**src/rtl/ivt_pkg.sv**
```systemverilog
package ivt_pkg;
   localparam int unsigned SEL_W = 2;
   typedef enum logic [SEL_W-1:0] {
      SEL_COUNT  = 2'd0,
      SEL_PERIOD = 2'd1,
      SEL_SCALE  = 2'd2,
      SEL_NONE   = 2'd3
   } reg_sel_e;
endpackage

```
**src/rtl/ivt_prescaler.sv**
```systemverilog
module ivt_prescaler #(
   parameter int unsigned SCL_W = 8
) (
   input  logic             clk,
   input  logic             rst_n,
   input  logic             run,
   input  logic [SCL_W-1:0] scale,
   output logic             tick
);
   generate
      if (SCL_W < 1) begin : g_bad_width
         $error("ivt_prescaler: SCL_W must be at least 1");
      end
   endgenerate

   logic [SCL_W-1:0] remain;

   assign tick = run && (remain == '0);

   always_ff @(posedge clk or negedge rst_n) begin
      if (!rst_n) begin
         remain <= '0;
      end else if (run) begin
         if (remain == '0) remain <= scale;
         else              remain <= remain - 1'b1;
      end
   end

   AST_PSC_HOLD: assert property (@(posedge clk) disable iff (!rst_n)
      !run |=> $stable(remain));
   AST_PSC_RELOAD: assert property (@(posedge clk) disable iff (!rst_n)
      tick |=> remain == $past(scale));
endmodule

```
**src/rtl/ivt_downcounter.sv**
```systemverilog
module ivt_downcounter #(
   parameter int unsigned CNT_W = 16
) (
   input  logic             clk,
   input  logic             rst_n,
   input  logic             tick,
   input  logic             load,
   input  logic [CNT_W-1:0] load_val,
   input  logic [CNT_W-1:0] period,
   output logic [CNT_W-1:0] count,
   output logic             expire
);
   generate
      if (CNT_W < 2) begin : g_bad_width
         $error("ivt_downcounter: CNT_W must be at least 2");
      end
   endgenerate

   localparam logic [CNT_W-1:0] ZERO = '0;

   assign expire = tick && (count == ZERO);

   always_ff @(posedge clk or negedge rst_n) begin
      if (!rst_n) begin
         count <= ZERO;
      end else if (load) begin
         count <= load_val;
      end else if (tick) begin
         if (count == ZERO) count <= period;
         else               count <= count - 1'b1;
      end
   end

   AST_CNT_HOLD: assert property (@(posedge clk) disable iff (!rst_n)
      (!tick && !load) |=> $stable(count));
   AST_CNT_DECREMENT: assert property (@(posedge clk) disable iff (!rst_n)
      (tick && !load && count != ZERO) |=> count == $past(count) - 1'b1);
   AST_CNT_RELOAD: assert property (@(posedge clk) disable iff (!rst_n)
      (tick && !load && count == ZERO) |=> count == $past(period));
   AST_LOAD_WINS: assert property (@(posedge clk) disable iff (!rst_n)
      load |=> count == $past(load_val));
endmodule

```
**src/rtl/ivt_cfg_regs.sv**
```systemverilog
module ivt_cfg_regs #(
   parameter int unsigned CNT_W = 16,
   parameter int unsigned SCL_W = 8
) (
   input  logic             clk,
   input  logic             rst_n,
   input  logic             wr_period,
   input  logic             wr_scale,
   input  logic [CNT_W-1:0] wdata,
   output logic [CNT_W-1:0] period,
   output logic [SCL_W-1:0] scale
);
   always_ff @(posedge clk or negedge rst_n) begin
      if (!rst_n) begin
         period <= '0;
         scale  <= '0;
      end else begin
         if (wr_period) period <= wdata;
         if (wr_scale)  scale  <= wdata[SCL_W-1:0];
      end
   end

   AST_PERIOD_WRITE: assert property (@(posedge clk) disable iff (!rst_n)
      wr_period |=> period == $past(wdata));
endmodule

```
**src/rtl/ivt_timer.sv**
```systemverilog
module ivt_timer #(
   parameter int unsigned CNT_W     = 16,
   parameter int unsigned SCL_W     = 8,
   parameter bit          IRQ_FLOP  = 1'b1
) (
   input  logic                       clk,
   input  logic                       rst_n,
   input  logic                       en,
   input  logic                       wr_en,
   input  logic [ivt_pkg::SEL_W-1:0]  addr,
   input  logic [CNT_W-1:0]           wdata,
   output logic [CNT_W-1:0]           rdata,
   output logic                       irq
);
   import ivt_pkg::*;

   generate
      if (SCL_W > CNT_W) begin : g_bad_ratio
         $error("ivt_timer: SCL_W must not exceed CNT_W");
      end
   endgenerate

   localparam int unsigned PAD_W = CNT_W - SCL_W;

   reg_sel_e         sel;
   logic             tick, expire;
   logic             wr_count, wr_period, wr_scale;
   logic [CNT_W-1:0] count, period;
   logic [SCL_W-1:0] scale;

   assign sel       = reg_sel_e'(addr);
   assign wr_count  = wr_en && (sel == SEL_COUNT);
   assign wr_period = wr_en && (sel == SEL_PERIOD);
   assign wr_scale  = wr_en && (sel == SEL_SCALE);

   ivt_cfg_regs #(.CNT_W(CNT_W), .SCL_W(SCL_W)) u_cfg (
      .clk(clk), .rst_n(rst_n), .wr_period(wr_period), .wr_scale(wr_scale),
      .wdata(wdata), .period(period), .scale(scale));

   ivt_prescaler #(.SCL_W(SCL_W)) u_psc (
      .clk(clk), .rst_n(rst_n), .run(en), .scale(scale), .tick(tick));

   ivt_downcounter #(.CNT_W(CNT_W)) u_cnt (
      .clk(clk), .rst_n(rst_n), .tick(tick), .load(wr_count),
      .load_val(wdata), .period(period), .count(count), .expire(expire));

   always_comb begin
      unique case (sel)
         SEL_COUNT:  rdata = count;
         SEL_PERIOD: rdata = period;
         SEL_SCALE:  rdata = {{PAD_W{1'b0}}, scale};
         default:    rdata = '0;
      endcase
   end

   generate
      if (IRQ_FLOP) begin : g_irq_flop
         logic irq_q;
         always_ff @(posedge clk or negedge rst_n) begin
            if (!rst_n) irq_q <= 1'b0;
            else        irq_q <= expire;
         end
         assign irq = irq_q;

         AST_IRQ_FROM_EXPIRY: assert property (@(posedge clk) disable iff (!rst_n)
            $rose(irq) |-> $past(expire));
         AST_IRQ_QUIET_WHEN_OFF: assert property (@(posedge clk) disable iff (!rst_n)
            !en |=> !irq);
      end else begin : g_irq_comb
         assign irq = expire;
      end
   endgenerate
endmodule

```
**config.mk**
```make
export PLATFORM = sky130hd
export DESIGN_NAME = ivt_timer
export DESIGN_NICKNAME = d
export VERILOG_FILES = /design/src/rtl/ivt_pkg.sv /design/src/rtl/ivt_prescaler.sv /design/src/rtl/ivt_downcounter.sv /design/src/rtl/ivt_cfg_regs.sv /design/src/rtl/ivt_timer.sv
export SDC_FILE = /design/constraint.sdc
export NUM_CORES = 1
export LEC_CHECK = 0
export BUFFER_PORTS_ARGS = -buffer_cell sky130_fd_sc_hd__buf_2
export CAP_MARGIN = 20
export CORE_UTILIZATION = 50
export DETAILED_ROUTE_END_ITERATION = 12
export MAX_ROUTING_LAYER = met4
export PLACE_DENSITY = 0.7
export SKIP_CTS_REPAIR_TIMING = 1
export SYNTH_ARGS = -nofsm -noshare
export SYNTH_HDL_FRONTEND = slang
export SYNTH_HIERARCHICAL = 1
export SYNTH_SLANG_ARGS = --single-unit
```
**constraint.sdc**
```tcl
create_clock -name clk -period 4.2 [get_ports clk]
set_clock_uncertainty 0.1 [all_clocks]
set_input_delay 0.42 -clock clk [delete_from_list [all_inputs] [get_ports clk]]
set_output_delay 0.42 -clock clk [all_outputs]
set_load 0.1 [all_outputs]
```
Word level (Yosys, flattened, before mapping)
Index checks and enable logic that the tools add are counted.
Storage, ports and cells
  flip-flop bits (word level): 49
  bits of input ports: 22
  output and inout bits: 17
  logic and storage cells: 23
Cells by class
  add/sub/neg operators: 2
  eq/ne operators: 2
  muxes and demuxes: 5
  reduce and logical (&&, ||, !) cells: 9
Operators by type and width (count)
  two-way mux 16 bit: 3
  case mux 16 bit (3 select lines): 1
  zero test 16 bit: 1
  subtractor 16 x 1 -> 16 bit (second input constant): 1
  zero test 8 bit: 1
  two-way mux 8 bit: 1
  subtractor 8 x 1 -> 8 bit (second input constant): 1
  logical AND 1 bit: 5
  == test 2 x 1 -> 1 bit (second input constant): 1
  == test 2 bit (second input constant): 1
  zero test 2 bit: 1
  nonzero test 2 bit: 1

Logic depth before layout (Yosys ltp)
  depth in word-level cells: 4
  gate-level depth with buffers: 9
  mapped depth without buffers: 8

Cells and area by module
The synthesis kept the hierarchy.
Modules (own cells, without submodules)
  ivt_downcounter: instances 1, cells each 162, area each 1325.0 µm²
  ivt_cfg_regs: instances 1, cells each 51, area each 944.7 µm²
  ivt_prescaler: instances 1, cells each 56, area each 549.3 µm²
  ivt_timer: instances 1, cells each 42, area each 377.9 µm²

Worst setup path after synthesis
No wires, ideal clock.
  path type: input-to-output
  from: input port addr[1] (netlist bit)
  to: output port rdata[5]
  data arrival time: 2.183 ns
  slack: 1.497 ns
  stages: 3
  path buffers: 2
  path through: buf_4 buf_2 o2bb2ai_1
Between the ends
  word-level cells in the longest chain between the ends: 2
  elaborated cells between the ends (all ways): 4
Ends and longest elaborated chain
  from (decl): line ivt_timer.sv:10  | input logic [ivt_pkg::SEL_W-1:0] addr,
  == test 2 bit, or another cell as far along: line ivt_timer.sv:48  | unique case (sel)
  case mux 16 bit (3 select lines) (*): line ivt_timer.sv:48
  to (decl): line ivt_timer.sv:12  | output logic [CNT_W-1:0] rdata,
Every way passes the cells marked *; elsewhere a longest branch is shown, timed or not.

Worst setup path after layout
  from: register u_psc.remain[0]
  to: register u_cnt.count[2]
Between the ends
  word-level cells in the longest chain between the ends: 3
Ends and longest elaborated chain
  from (decl): line ivt_prescaler.sv:16  | logic [SCL_W-1:0] remain;
  from (signal assigned): line ivt_prescaler.sv:24  | if (remain == '0) remain <= scale;
  from (signal assigned): line ivt_prescaler.sv:25  | else remain <= remain - 1'b1;
  zero test 8 bit: line ivt_prescaler.sv:18  | assign tick = run && (remain == '0);
  logical AND 1 bit: line ivt_prescaler.sv:18
  net tick: line ivt_timer.sv:26  | logic tick, expire;
  nonzero test 2 bit (no line)
  to (signal assigned): line ivt_downcounter.sv:27  | count <= load_val;
  to (signal assigned): line ivt_downcounter.sv:29  | if (count == ZERO) count <= period;
  to (signal assigned): line ivt_downcounter.sv:30  | else count <= count - 1'b1;
  to (decl): line ivt_downcounter.sv:10  | output logic [CNT_W-1:0] count,
The timed path passes the listed nets, and every way through them passes these cells.
A chain may end at the register's enable or synchronous reset.

==> impl_metrics.json <==
{
  "criticalPathCategory": "reg2reg",
  "nets": 365,
  "drc_errors": 0,
  "power.switching_uw": 661.4,
  "htree_num_levels": 2,
  "yosysWarnings": 6,
  "syn_inst": 311,
  "cp-startpoint": "u_psc/remain[0]$_DFFE_PN0P_",
  "relSlewSlack_pct": 39.25,
  "drv_cap": 0,
  "cts.sinks": 49,
  "worst-path-stages": 11,
  "die_area_mm2": 0.006717,
  "synthAdderAreaFrac_pct": 1.566,
  "critPathMostFrequentCell": "buf_4",
  "synthArstFlopShare_pct": 100.0,
  "dpl_worst_slack_ps": 1395,
  "die_h_um": 81.96,
  "synth_xor_area_share_pct": 0.5479,
  "wl_um": 7316,
  "regToRegStartpoint": "u_psc/remain[0]$_DFFE_PN0P_",
  "max_slew.worst_pin.slew_ps": 904.4,
  "r2r_setup_slack_ps": 1560,
  "gr-total-overflow": 0,
  "path_cells": "inv_1 -> ha_1 -> nor4b_2 -> buf_4 -> and2_1 -> buf_4 -> nor2b_1 -> buf_4 -> a21oi_1 -> o32a_1 -> o221ai_1",
  "ant_nets": 0,
  "cp.buffers_inverters": 4,
  "setup_ws_ps": 1556,
  "track_usage_pct": 24.54,
  "core_mm2": 0.006061,
  "synth_compound_area_share_pct": 19.14,
  "syn_nets": 337,
  "grt_pass1_vias": 2437,
  "rr_endpoint": "u_cnt/count[2]$_DFFE_PN0P_",
  "p_per_area_mw_per_mm2": 477.4,
  "wl_per_cell_um": 17.63,
  "grt_max_degree": 50,
  "yosysSeqAreaShare_pct": 38.36,
  "critPathLaunchType": "register",
  "mostFrequentLayoutCell": "dfrtp_1",
  "synth_top_family_by_area": "compound AO/OA/AOI/OAI gates",
  "drt_iter0_drc": 182,
  "synth_ff_type": "dfrtp_1",
  "comb_power_share_pct": 36.0,
  "fp.dieW_um": 81.96,
  "endpoint": "u_cnt/count[2]$_DFFE_PN0P_",
  "clock_power_share_pct": 21.1,
  "grt_antenna_before_repair": 0,
  "vias": 2604,
  "cp_max_fo": 21,
  "final_cell_mix": "dfrtp_1, buf_2, o21ai_0",
  "slowest_stage": "dfrtp_1",
  "finalCritPeriodShare_pct": 62.94,
  "cp-end-kind": "register",
  "p_total_mw": 1.657,
  "synth.area.mux_share_pct": 15.58,
  "tritoncts": "built",
  "viasPerCell": 6.275,
  "synth-seq-cells": 49,
  "final_core_util_pct": 57.25,
  "slew_violations": 0,
  "fin_cells": 415,
  "dr.pass1.iters": 4,
  "synth_edf_count": 0,
  "synth_cell_type_count": 69,
  "netlist_area_mm2": 0.003197,
  "critPathMaxStageDelay_ps": 430,
  "finalSetupTns_ps": 0,
  "finalHoldViolations": 0,
  "rows": 28,
  "hpwl_um": 5069,
  "finalSetupViolations": 0,
  "path_clk_slew_ps": 90,
  "clock_path_buffers": 2,
  "reg2reg_depth": 11,
  "syn-mean-instance-area_um2": 10.28,
  "numCtsBuffers": 5,
  "placed_cells": 406,
  "grt_pass1_wl_um": 12120,
  "required_ps": 4310,
  "diodes": 0,
  "rsz0062_at_grt": "false",
  "start_util_pct": 52.75,
  "p_leak_nw": 1.488,
  "switching_share_pct": 39.93,
  "areaGrowthSynthToFinish_pct": 8.532,
  "fmax_mhz": 378.3,
  "p_int_uw": 995.1,
  "path_delay_family": "buffers and inverters",
  "cp.arrival_ps": 2760,
  "yosys.area_share.simple_pct": 17.61,
  "seqPwrFrac_pct": 42.9,
  "clkLatencyLatePin_ps": 300,
  "root_buffer": "clkbuf_8",
  "io_pins": 39,
  "port_buffers": 38,
  "fin_crit_ps": 2644,
  "hold_class": "in2async",
  "drive_gt1_share_pct": 26.47,
  "gp_congestion": 0.8029,
  "ir_worst_vdd_uv": 271.4,
  "status": "finished clean"
}
==> layout make-up <==
class                           count  area [um2]
Fill cell                         560        2591
Multi-Input combinational cell    225        1745
Sequential cell                    49        1226
Tap cell                           75       93.84
Clock inverter                      1       30.03
Timing Repair Buffer               44       235.2
Clock buffer                        7       86.33
Inverter                           14       52.55
==> worst min path at each step <==
| stage | start | endpoint | slack (ps) |
|---|---|---|---|
| after floorplan | rst_n | irq$_DFF_PN0_ | 20 |
| after global placement | u_cfg/scale[4]$_DFFE_PN0P_ | u_psc/remain[4]$_DFFE_PN0P_ | 420 |
| after detailed placement | u_cfg/period[8]$_DFFE_PN0P_ | u_cfg/period[8]$_DFFE_PN0P_ | 420 |
| after CTS | rst_n | u_psc/remain[6]$_DFFE_PN0P_ | 140 |
| after global routing | rst_n | u_psc/remain[6]$_DFFE_PN0P_ | 180 |
| final | rst_n | u_psc/remain[6]$_DFFE_PN0P_ | 110 |
==> power by group through the flow <==
stage          Sequential (mW)  Clock [mW]  Combinational [mW]
2_1_floorplan            0.678           0               0.506
3_3_place_gp             0.711           0               0.582
3_5_place_dp             0.717           0               0.595
4_1_cts                  0.710       0.361               0.597
5_1_grt                  0.732       0.380               0.650
6_report                 0.710       0.350               0.596
==> Yosys cell counts (all sizes together) (8+ instances only) <==
cell | number | area share [%]
o21ai | 23 | 3.6
mux2i | 19 | 5.9
dfrtp | 49 | 38
nor3 | 17 | 2.8
inv | 14 | 1.6
a21oi | 17 | 2.7
buf | 15 | 4.6
nor3b | 10 | 2.3
nor2 | 16 | 1.9
mux2 | 24 | 9.6
o2bb2ai | 10 | 2.7
clkbuf | 8 | 0.94
==> worst register-to-register path, stage by stage (launching register included) <==
cell      delay, ps
dfrtp_1         430
inv_1           130
ha_1            180
nor4b_2         190
buf_4           220
and2_1          140
buf_4           260
nor2b_1         170
buf_4           210
a21oi_1          70
o32a_1          300
o221ai_1        170
==> metrics by stage <==
stage | hold WS, ps | area [um2]
2_1_floorplan | 24.41 | 3197
3_3_place_gp | 419.0 | 3346
6_report | 112.1 | 3470
3_5_place_dp | 422.9 | 3346
5_1_grt | 177.1 | 3470
4_1_cts | 135.6 | 3462
==> sequential cells by signal (all words and copies together), names as in the netlist <==
name          flops
u_cnt/count      16
u_cfg/period     16
irq               1
u_cfg/scale       8
u_psc/remain      8
==> cells by family (layout without fill, tap and decap cells) <==
group	count (synthesis)	in the layout
xor gates and xnor gates	2	2
buffers and inverters	37	66
muxes	43	43
and+or+nand+nor	88	88
AOI/OAI and AO/OA	88	88
adders and majority gates	4	4
DFF	49	49
==> metal layers <==
| layer | wire length (um) | GRT usage (%) | vias to the layer above |
|---|---|---|---|
| met4 | 50 | 6.316 | 0 |
| met3 | 327 | 3.444 | 5 |
| met5 | 0 | - | - |
| met1 | 3545 | 33.80 | 1285 |
| li1 | - | - | 1244 |
| met2 | 3393 | 37.77 | 70 |
Note: power is estimated with default switching activity, not from simulation.
